### src/rtl/bfe_pkg.sv
package bfe_pkg;

  localparam int THR_W      = 6;
  localparam int RX_THR_LSB = 8;
  localparam int TX_THR_LSB = 0;
  localparam int RX_CLR_BIT = 14;
  localparam int TX_CLR_BIT = 6;

  typedef struct packed {
    logic [THR_W-1:0] rx_thr;
    logic [THR_W-1:0] tx_thr;
  } thr_cfg_t;

  // limit a threshold so one burst never exceeds the FIFO
  function automatic logic [THR_W-1:0] clamp_thr(input logic [THR_W-1:0] f, input int depth);
    if (int'(f) > depth - 1) return THR_W'(depth - 1);
    return f;
  endfunction

  // burst size for a threshold value
  function automatic logic [THR_W:0] burst_len(input logic [THR_W-1:0] thr);
    return {1'b0, thr} + 1'b1;
  endfunction

  // transmit bytes software has yet to write
  function automatic logic [15:0] pending_bytes(input logic [15:0] rem, input logic [15:0] held);
    return (rem > held) ? (rem - held) : 16'd0;
  endfunction

  function automatic logic [1:0] depth_code(input int depth);
    if (depth >= 32) return 2'd2;
    if (depth >= 16) return 2'd1;
    return 2'd0;
  endfunction

endpackage

### src/rtl/bfe_byte_fifo.sv
module bfe_byte_fifo #(
  parameter int DEPTH = 8
) (
  input  logic                         clk,
  input  logic                         rst_n,
  input  logic                         clr,
  input  logic                         push,
  input  logic [7:0]                   push_data,
  input  logic                         pop,
  output logic [7:0]                   head,
  output logic [$clog2(DEPTH+1)-1:0]   count,
  output logic                         push_ok,
  output logic                         pop_ok
);
  localparam int AW = $clog2(DEPTH);
  localparam int CW = $clog2(DEPTH + 1);

  logic [7:0]    mem [DEPTH];
  logic [AW-1:0] wr_ptr, rd_ptr;
  logic          full, empty;

  assign full    = (count == CW'(DEPTH));
  assign empty   = (count == '0);
  assign push_ok = push && !full && !clr;
  assign pop_ok  = pop && !empty && !clr;
  assign head    = empty ? 8'h00 : mem[rd_ptr];

  always_ff @(posedge clk) begin
    if (push_ok) mem[wr_ptr] <= push_data;
  end

  always_ff @(posedge clk or negedge rst_n) begin
    if (!rst_n) begin
      wr_ptr <= '0;
      rd_ptr <= '0;
      count  <= '0;
    end else if (clr) begin
      wr_ptr <= '0;
      rd_ptr <= '0;
      count  <= '0;
    end else begin
      if (push_ok) wr_ptr <= wr_ptr + 1'b1;
      if (pop_ok)  rd_ptr <= rd_ptr + 1'b1;
      unique case ({push_ok, pop_ok})
        2'b10:   count <= count + 1'b1;
        2'b01:   count <= count - 1'b1;
        default: count <= count;
      endcase
    end
  end
endmodule

### src/rtl/bfe_xfer_counter.sv
module bfe_xfer_counter (
  input  logic        clk,
  input  logic        rst_n,
  input  logic        load,
  input  logic [15:0] load_val,
  input  logic        step,
  output logic [15:0] remain
);
  logic load_ok;
  assign load_ok = load && (load_val != 16'd0);

  always_ff @(posedge clk or negedge rst_n) begin
    if (!rst_n)                        remain <= 16'd0;
    else if (load_ok)                  remain <= load_val;
    else if (step && remain != 16'd0)  remain <= remain - 16'd1;
  end
endmodule

### src/rtl/bfe_thr_cfg.sv
module bfe_thr_cfg #(
  parameter int DEPTH = 8
) (
  input  logic                clk,
  input  logic                rst_n,
  input  logic                we,
  input  logic [15:0]         wdata,
  output bfe_pkg::thr_cfg_t   cfg
);
  import bfe_pkg::*;

  always_ff @(posedge clk or negedge rst_n) begin
    if (!rst_n) begin
      cfg <= '0;
    end else if (we) begin
      cfg.rx_thr <= clamp_thr(wdata[RX_THR_LSB +: THR_W], DEPTH);
      cfg.tx_thr <= clamp_thr(wdata[TX_THR_LSB +: THR_W], DEPTH);
    end
  end
endmodule

### src/rtl/bfe_burst_events.sv
module bfe_burst_events #(
  parameter int DEPTH = 8,
  parameter int CW    = 4
) (
  input  logic [CW-1:0] rx_cnt,
  input  logic [CW-1:0] tx_cnt,
  input  logic [5:0]    rx_thr,
  input  logic [5:0]    tx_thr,
  input  logic [15:0]   remain,
  output logic          ev_rx_rdy,
  output logic          ev_rx_drain,
  output logic          ev_tx_rdy,
  output logic          ev_tx_drain,
  output logic [15:0]   tx_pending
);
  import bfe_pkg::*;

  logic [6:0]  rx_burst, tx_burst, tx_space;
  logic [16:0] rx_total;

  assign rx_burst   = burst_len(rx_thr);
  assign tx_burst   = burst_len(tx_thr);
  assign rx_total   = 17'(rx_cnt) + 17'(remain);
  assign tx_space   = 7'(DEPTH) - 7'(tx_cnt);
  assign tx_pending = pending_bytes(remain, 16'(tx_cnt));

  assign ev_rx_rdy   = (7'(rx_cnt) >= rx_burst);
  assign ev_rx_drain = (rx_cnt != '0) && (rx_total < 17'(rx_burst));
  assign ev_tx_rdy   = (tx_space >= tx_burst) && (tx_pending >= 16'(tx_burst));
  assign ev_tx_drain = (tx_pending != 16'd0) && (tx_pending < 16'(tx_burst)) &&
                       (16'(tx_space) >= tx_pending);
endmodule

### src/rtl/burst_fifo_events.sv
module burst_fifo_events #(
  parameter int DEPTH = 8
) (
  input  logic        clk,
  input  logic        rst_n,
  input  logic        cfg_we,
  input  logic [15:0] cfg_wdata,
  input  logic        len_we,
  input  logic [15:0] len_wdata,
  input  logic        sw_tx_push,
  input  logic [7:0]  sw_tx_data,
  input  logic        eng_tx_pop,
  output logic [7:0]  eng_tx_data,
  input  logic        eng_rx_push,
  input  logic [7:0]  eng_rx_data,
  input  logic        sw_rx_pop,
  output logic [7:0]  sw_rx_data,
  output logic [15:0] buf_status,
  output logic [15:0] remain,
  output logic        ev_tx_rdy,
  output logic        ev_rx_rdy,
  output logic        ev_tx_drain,
  output logic        ev_rx_drain
);
  import bfe_pkg::*;

  localparam int CW = $clog2(DEPTH + 1);
  localparam logic [1:0] DCODE = depth_code(DEPTH);

  thr_cfg_t     cfg;
  logic         tx_clr, rx_clr;
  logic [CW-1:0] tx_cnt, rx_cnt;
  logic         tx_push_ok, tx_pop_ok, rx_push_ok, rx_pop_ok;
  logic         xfer_step;
  logic [15:0]  tx_pending;
  logic [5:0]   tx_field;

  assign tx_clr    = cfg_we && cfg_wdata[TX_CLR_BIT];
  assign rx_clr    = cfg_we && cfg_wdata[RX_CLR_BIT];
  assign xfer_step = tx_pop_ok || rx_push_ok;

  bfe_thr_cfg #(.DEPTH(DEPTH)) u_cfg (
    .clk(clk), .rst_n(rst_n), .we(cfg_we), .wdata(cfg_wdata), .cfg(cfg)
  );

  bfe_byte_fifo #(.DEPTH(DEPTH)) u_tx_fifo (
    .clk(clk), .rst_n(rst_n), .clr(tx_clr),
    .push(sw_tx_push), .push_data(sw_tx_data), .pop(eng_tx_pop),
    .head(eng_tx_data), .count(tx_cnt), .push_ok(tx_push_ok), .pop_ok(tx_pop_ok)
  );

  bfe_byte_fifo #(.DEPTH(DEPTH)) u_rx_fifo (
    .clk(clk), .rst_n(rst_n), .clr(rx_clr),
    .push(eng_rx_push), .push_data(eng_rx_data), .pop(sw_rx_pop),
    .head(sw_rx_data), .count(rx_cnt), .push_ok(rx_push_ok), .pop_ok(rx_pop_ok)
  );

  bfe_xfer_counter u_len (
    .clk(clk), .rst_n(rst_n), .load(len_we), .load_val(len_wdata),
    .step(xfer_step), .remain(remain)
  );

  bfe_burst_events #(.DEPTH(DEPTH), .CW(CW)) u_events (
    .rx_cnt(rx_cnt), .tx_cnt(tx_cnt), .rx_thr(cfg.rx_thr), .tx_thr(cfg.tx_thr),
    .remain(remain), .ev_rx_rdy(ev_rx_rdy), .ev_rx_drain(ev_rx_drain),
    .ev_tx_rdy(ev_tx_rdy), .ev_tx_drain(ev_tx_drain), .tx_pending(tx_pending)
  );

  // final short transmit burst reports its own size
  assign tx_field   = ev_tx_drain ? tx_pending[5:0] : 6'(tx_cnt);
  assign buf_status = {DCODE, 6'(rx_cnt), 2'b00, tx_field};
endmodule

### config.mk
export PLATFORM = sky130hd
export DESIGN_NAME = burst_fifo_events
export DESIGN_NICKNAME = d
export VERILOG_FILES = /design/src/rtl/bfe_pkg.sv /design/src/rtl/bfe_byte_fifo.sv /design/src/rtl/bfe_xfer_counter.sv /design/src/rtl/bfe_thr_cfg.sv /design/src/rtl/bfe_burst_events.sv /design/src/rtl/burst_fifo_events.sv
export SDC_FILE = /design/constraint.sdc
export NUM_CORES = 1
export LEC_CHECK = 0
export ABC_CLOCK_PERIOD_IN_PS = 12020
export BUFFER_PORTS_ARGS = -buffer_cell sky130_fd_sc_hd__buf_4
export CAP_MARGIN = 15
export CORE_MARGIN = 2
export CORE_UTILIZATION = 60
export DETAILED_ROUTE_END_ITERATION = 10
export GPL_TIMING_DRIVEN = 1
export PLACE_DENSITY = 0.82
export REMOVE_ABC_BUFFERS = 1
export SLEW_MARGIN = 20
export SYNTH_ARGS = -nofsm -noshare
export SYNTH_HDL_FRONTEND = slang
export SYNTH_SLANG_ARGS = --single-unit
### constraint.sdc
create_clock -name clk -period 12.02 [get_ports clk]
set_clock_uncertainty 0.1 [all_clocks]
set_input_delay 1.803 -clock clk [delete_from_list [all_inputs] [get_ports clk]]
set_output_delay 1.803 -clock clk [all_outputs]
set_load 0.03 [all_outputs]
# ---- Word level (Yosys, flattened, before mapping)
# Memories as Yosys holds them, arrays and structs flattened.
# Index checks and enable logic that the tools add are counted.
dict set report classes {
  mux 30
  magnitude_cmp 9
  eq_ne 6
  reduce_logical 36
  addsub 14
}
# operator count
set op_table {}
lappend op_table {{$mux 16} 3}
lappend op_table {{$reduce_bool 16->1} 3}
lappend op_table {{$mux 6} 5}
lappend op_table {{$mux 3} 8}
lappend op_table {{$add 4x16->17} 1}
lappend op_table {{$lt 17x7->1} 1}
lappend op_table {{$ge 16x7->1} 1}
lappend op_table {{$ge 7x16->1} 1}
lappend op_table {{$gt 16x4->1} 1}
lappend op_table {{$logic_and 1x1->1} 16}
lappend op_table {{$lt 16x7->1} 1}
lappend op_table {{$mux 8} 2}
lappend op_table {{$pmux 4 s2} 2}
lappend op_table {{$sub 16x1->16 const B} 1}
lappend op_table {{$sub 16x4->16} 1}
lappend op_table {{$add 6x1->7 const B} 2}
lappend op_table {{$add 3x1->3 const B} 4}
lappend op_table {{$gt 6x3->1 const B} 2}
lappend op_table {{$reduce_bool 2->1} 5}
lappend op_table {{$add 4x1->4 const B} 2}
lappend op_table {{$eq 4x4->1 const B} 2}
lappend op_table {{$logic_not 4->1} 2}
lappend op_table {{$mux 1} 8}
lappend op_table {{$mux 4} 2}
lappend op_table {{other kinds (10)} 19}
dict set report word_totals {
  ramBits 128
  output_inout_bits 52
  memories 2
  reg_bits 48
  word_cells 106
  input_bits 56
}
# memory words word_bits read_ports rd_ports_with_merged_regs wr line_no
set mem_list {}
lappend mem_list {u_rx_fifo.mem 8 8 1 0 1 bfe_byte_fifo.sv:18} ;# logic [7:0] mem [DEPTH];
lappend mem_list {u_tx_fifo.mem 8 8 1 0 1 bfe_byte_fifo.sv:18}

# ---- Logic depth before layout (Yosys ltp)
dict set report logic_depth {
  ltp_word 8
  depth_mapped 18
  mapped_depth_nobuf 18
}

# ---- Modules after synthesis
# From an unflattened synthesis, not the netlist that was laid out.
dict set report hier_totals {
  cells_unflattened 813
  area_unflattened_um2 9862.0
}
# module area_each_um2 cells_per_inst n_inst seq_area_each_um2
set modules_own_cells {}
lappend modules_own_cells {bfe_byte_fifo 3176.8 189 2 2172.1}
lappend modules_own_cells {bfe_burst_events 1760.4 241 1 0.0}
lappend modules_own_cells {bfe_xfer_counter 1136.1 140 1 400.4}
lappend modules_own_cells {bfe_thr_cfg 484.2 38 1 300.3}
lappend modules_own_cells {burst_fifo_events 127.6 16 1 0.0}

# ---- Worst setup path before layout
# Ideal clock, no wire load.
dict set report synth_path {
  path_type {register -> output}
  start {register u_len.remain[0]}
  end {output buf_status[0]}
  path_stages_with_launch 19
  arrival_ns 4.360
  n_path_buf 0
  required_time_ns 10.117
  setup_slack_ns 5.757
  path_cell_list {dfrtp_1 > inv_1 > ha_1 > inv_1 > fa_1 > a21o_1 > a21oi_1 > a41o_1 > nand2_1 > nand2_1 > inv_1 > ha_1 > nor2b_1 > o21ai_0 > nand2b_1 > a21oi_1 > o21ai_0 > nor4_4 > mux2i_1}
}
dict set report synth_between {
  elab_chain_len 6
  word_cells_on_any_way 9
  classes_between {add/sub (1); order compare (3); mux (2); reduce/logical (3)}
}
# element line_no
set synth_rtl {}
lappend synth_rtl {{from (decl)} bfe_xfer_counter.sv:7} ;# output logic [15:0] remain
lappend synth_rtl {{from (signal assigned)} bfe_xfer_counter.sv:14} ;# else if (load_ok) remain <= load_val;
lappend synth_rtl {{from (signal assigned)} bfe_xfer_counter.sv:15} ;# else if (step && remain != 16'd0) remain <= remain - 16'd1;
lappend synth_rtl {{$sub 16x4->16 / $gt 16x4->1 (equally long branches)} bfe_pkg.sv:27} ;# return (rem > held) ? (rem - held) : 16'd0;
lappend synth_rtl {{$mux 16 *} bfe_pkg.sv:27}
lappend synth_rtl {{$lt 16x7->1 / $reduce_bool 16->1 (equally long branches)} bfe_burst_events.sv:30} ;# assign ev_tx_drain = (tx_pending != 16'd0) && (tx_pending < 16'(tx_burst)) &&
lappend synth_rtl {{$logic_and 1x1->1} bfe_burst_events.sv:30}
lappend synth_rtl {{$logic_and 1x1->1 *} bfe_burst_events.sv:30}
lappend synth_rtl {{via ev_tx_drain} burst_fifo_events.sv:22} ;# output logic ev_tx_drain,
lappend synth_rtl {{$mux 6 *} burst_fifo_events.sv:70} ;# assign tx_field = ev_tx_drain ? tx_pending[5:0] : 6'(tx_cnt);
lappend synth_rtl {{to (decl)} burst_fifo_events.sv:18} ;# output logic [15:0] buf_status,
# The timed path passes the listed nets; every way through them passes the cells marked *.

# ---- Worst setup path after layout
dict set report layout_path {
  start {register u_len.remain[0]}
  end {output buf_status[2]}
}
dict set report layout_between {
  elab_chain_len 6
  word_cells_on_any_way 9
  classes_between {add/sub (1); order compare (3); mux (2); reduce/logical (3)}
}
# element line_no
set layout_rtl {}
lappend layout_rtl {{$sub 16x4->16 / $gt 16x4->1 (equally long branches)} bfe_pkg.sv:27}
lappend layout_rtl {{$mux 16 *} bfe_pkg.sv:27}
lappend layout_rtl {{$lt 16x7->1 / $reduce_bool 16->1 (equally long branches)} bfe_burst_events.sv:30}
lappend layout_rtl {{$logic_and 1x1->1 (2 in series)} bfe_burst_events.sv:30}
lappend layout_rtl {{$mux 6 *} burst_fifo_events.sv:70}
# Every way passes the cells marked *; elsewhere a longest branch is shown, timed or not.

==> impl_metrics.ini <==
[pwr]
ir_worst_vdd_mv = 0.151
total_power_mw = 2.51
power.density_mw_per_mm2 = 238
p_leak_nw = 4.16

[clock_network]
htreeDepth = 4
cts_buffer_depth = 2
cts_tree = yes
cts_hold_repair.buffers = 0
post_cts_buffers = 0
cts-root-buf = clkbuf_16
clk_latency_ns = 0.43
cts_made_buffers = 17
cts_resized = 0
cts.sinks = 176
clk_pin_slew_ns = 0.07

[global_route]
grtUsageMet2 = 0.422
use_met3 = 0.0595
grt-ovfl-total = 0
grt-busiest-layer = met2
grt_use_total = 0.251
grt_pass1_vias = 6218
grt_use_met1 = 0.331
grt_max_degree = 49
grt_pass1_wl_um = 31400
antenna_found_initial = 0

[hold_path]
whs_endpoint = u_cfg.cfg[4]$_DFFE_PN0P_
holdPathStages = 1
hp-class = reg2reg
min_from = u_cfg.cfg[4]$_DFFE_PN0P_

[logic_synthesis]
ys_async_sr_fraction = 0.273
syn-cell-area_mm2 = 0.00909
yosysWarnings = 0
synth_seq_cells = 176
ys_seq_area_frac = 0.555
synth_ff_type = edfxtp_1
synth_area_per_cell_um2 = 13.0
synth_cell_types = 60
synth_edf_count = 128
syn_inst = 701

[floorplan]
ios = 108
rows = 44
die-area_mm2 = 0.0161
dieHeight_um = 127
dieWidth_um = 127
core_area_mm2 = 0.0146
initial_utilization = 0.621

[timing]
relSlewSlack = 0.263
setup_viol = 0
period_minus_slack_ns = 6.83
drv_slew = 0
hold_violations = 0
fmax_mhz = 146
tightest_slew_ns = 1.09
period_share = 0.568
fin_setup_tns_ns = 0
setup_slack_ns = 5.19
rsz0062_at_grt = no

[critical_path]
criticalPathCategory = reg2out
r2r_cells = 13
r2r_slack_ns = 8.59
timing.rr.end = u_tx_fifo.count[3]$_DFFE_PN0P_
cpMostUsedCell = inv_1
r2r_start = u_tx_fifo.count[0]$_DFFE_PN0P_
worstSetupEndpointType = primary output
worst_path_max_delay_cell = nor4_4
max_stage_delay_ns = 0.59
required_ns = 10.12
worstPathArrival_ns = 4.93
cp_cell_sequence = inv_1 -> ha_1 -> inv_1 -> fa_1 -> a21o_1 -> a21oi_1 -> a41o_1 -> nand2_1 -> nand2_1 -> inv_1 -> ha_1 -> nor2b_1 -> o21ai_0 -> nand2b_1 -> a21oi_1 -> o21ai_0 -> nor4_4 -> mux2i_1 -> buf_4
crit_path_max_fanout = 7
cp-start-kind = register

[cells_and_area]
final_cell_mix = 128 x edfxtp_1, 105 x buf_4, 76 x nor2_1
final_cells = 996
fillCellCount = 912
layout_commonest_cell = edfxtp_1
final_util = 0.722
nets = 909
diodes = 0
syn_to_final_growth_pct = 16.3
drive_gt1_frac = 0.224

[detailed_routing]
vias = 5934
wl_um = 19100
drc = 0
ant_nets = 0
firstDrtPassIters = 5
drt-initial-drc-count = 473
routedWlPerCell_um = 19.2
viasPerCell = 5.96

[placed_design]
portBuffers = 99
place_ws_ns = 5.72
place.gp.congestion = 0.963
dp_hpwl_um = 13200
dp_cells = 964

[run]
cap_violations = 0

[outcome]
status = finished clean
-- logic make-up after synthesis --
kind of cell	Yosys count	synth area share
DFF	176	0.555
muxes	59	0.109
AOI/OAI and AO/OA	91	0.0638
xor gates and xnor gates	51	0.0492
buffers and inverters	59	0.0297
adders and majority gates	54	0.0777
other	1	0.000413
and+or+nand+nor	210	0.115
-- worst max-delay path, delay by kind of cell (launching register included) --
kind | cells | cell delay [ns]
buf+inv | 4 | 0.49
mux | 1 | 0.33
flops | 1 | 0.47
fa+ha+maj | 3 | 0.91
compound gates | 6 | 1.22
simple gates | 5 | 1.07
-- layout make-up --
type	count	area [um2]	share of cell area
clock buffer	17	425	0.0402
clock inverter	15	183	0.0173
inverter	28	105	0.00994
multi-input combinational	471	3790	0.359
sequential	176	5050	0.478
tap	184	230	0.0218
timing repair buffer	105	788	0.0746
-- metal layers --
layer | part of all wire | vias up
li1 | - | 2788
met1 | 0.42 | 2934
met2 | 0.51 | 186
met3 | 0.054 | 26
met4 | 0.015 | 0
met5 | 0 | -
-- cell usage after synthesis (all sizes together) (15+ instances only) --
master  instances  area share
o21ai          31       0.017
xnor2          31       0.030
xor2           20       0.019
mux2i          26       0.029
nor2           76       0.031
nor3           17      0.0094
clkbuf         17      0.0081
dfrtp          48        0.13
a21oi          24       0.013
inv            27       0.011
mux4           32       0.079
ha             50       0.069
a21o           15       0.012
edfxtp        128        0.42
nand2          42       0.017
-- stage by stage --
step / hold WS (ns) / instance area (um2)
after detailed placement: 0.438 / 9960
final: 0.461 / 10600
after global routing: 0.481 / 10600
after floorplan: 0.397 / 8940
after CTS: 0.462 / 10600
after global placement: 0.418 / 9960
-- flip-flops by register name, indices dropped and copies added, names as in the netlist --
signal            count
u_tx_fifo.count       4
u_cfg.cfg            12
u_tx_fifo.mem        64
u_rx_fifo.rd_ptr      3
u_len.remain         16
u_tx_fifo.rd_ptr      3
u_rx_fifo.mem        64
u_rx_fifo.wr_ptr      3
u_tx_fifo.wr_ptr      3
u_rx_fifo.count       4
-- power by group --
part | leakage, nW | internal (mW) | switching, mW | total [mW]
clock | 0.294 | 0.283 | 0.267 | 0.551
combinational | 2.11 | 0.494 | 0.599 | 1.09
sequential | 1.75 | 0.733 | 0.135 | 0.868
total | 4.16 | 1.51 | 1.00 | 2.51
-- worst max path at each step --
stage / start / endpoint / slack (ns) / depth (start not counted)
2_1_floorplan: u_len.remain[0]$_DFFE_PN0P_ / buf_status[0] / 5.76 / 18
3_3_place_gp: u_len.remain[0]$_DFFE_PN0P_ / buf_status[2] / 5.86 / 19
3_5_place_dp: u_len.remain[0]$_DFFE_PN0P_ / buf_status[2] / 5.72 / 19
4_1_cts: u_len.remain[0]$_DFFE_PN0P_ / buf_status[2] / 5.21 / 19
5_1_grt: u_len.remain[0]$_DFFE_PN0P_ / buf_status[2] / 4.87 / 19
6_report: u_len.remain[0]$_DFFE_PN0P_ / buf_status[2] / 5.19 / 19
No activity file was read; power rests on OpenSTA's default activity.
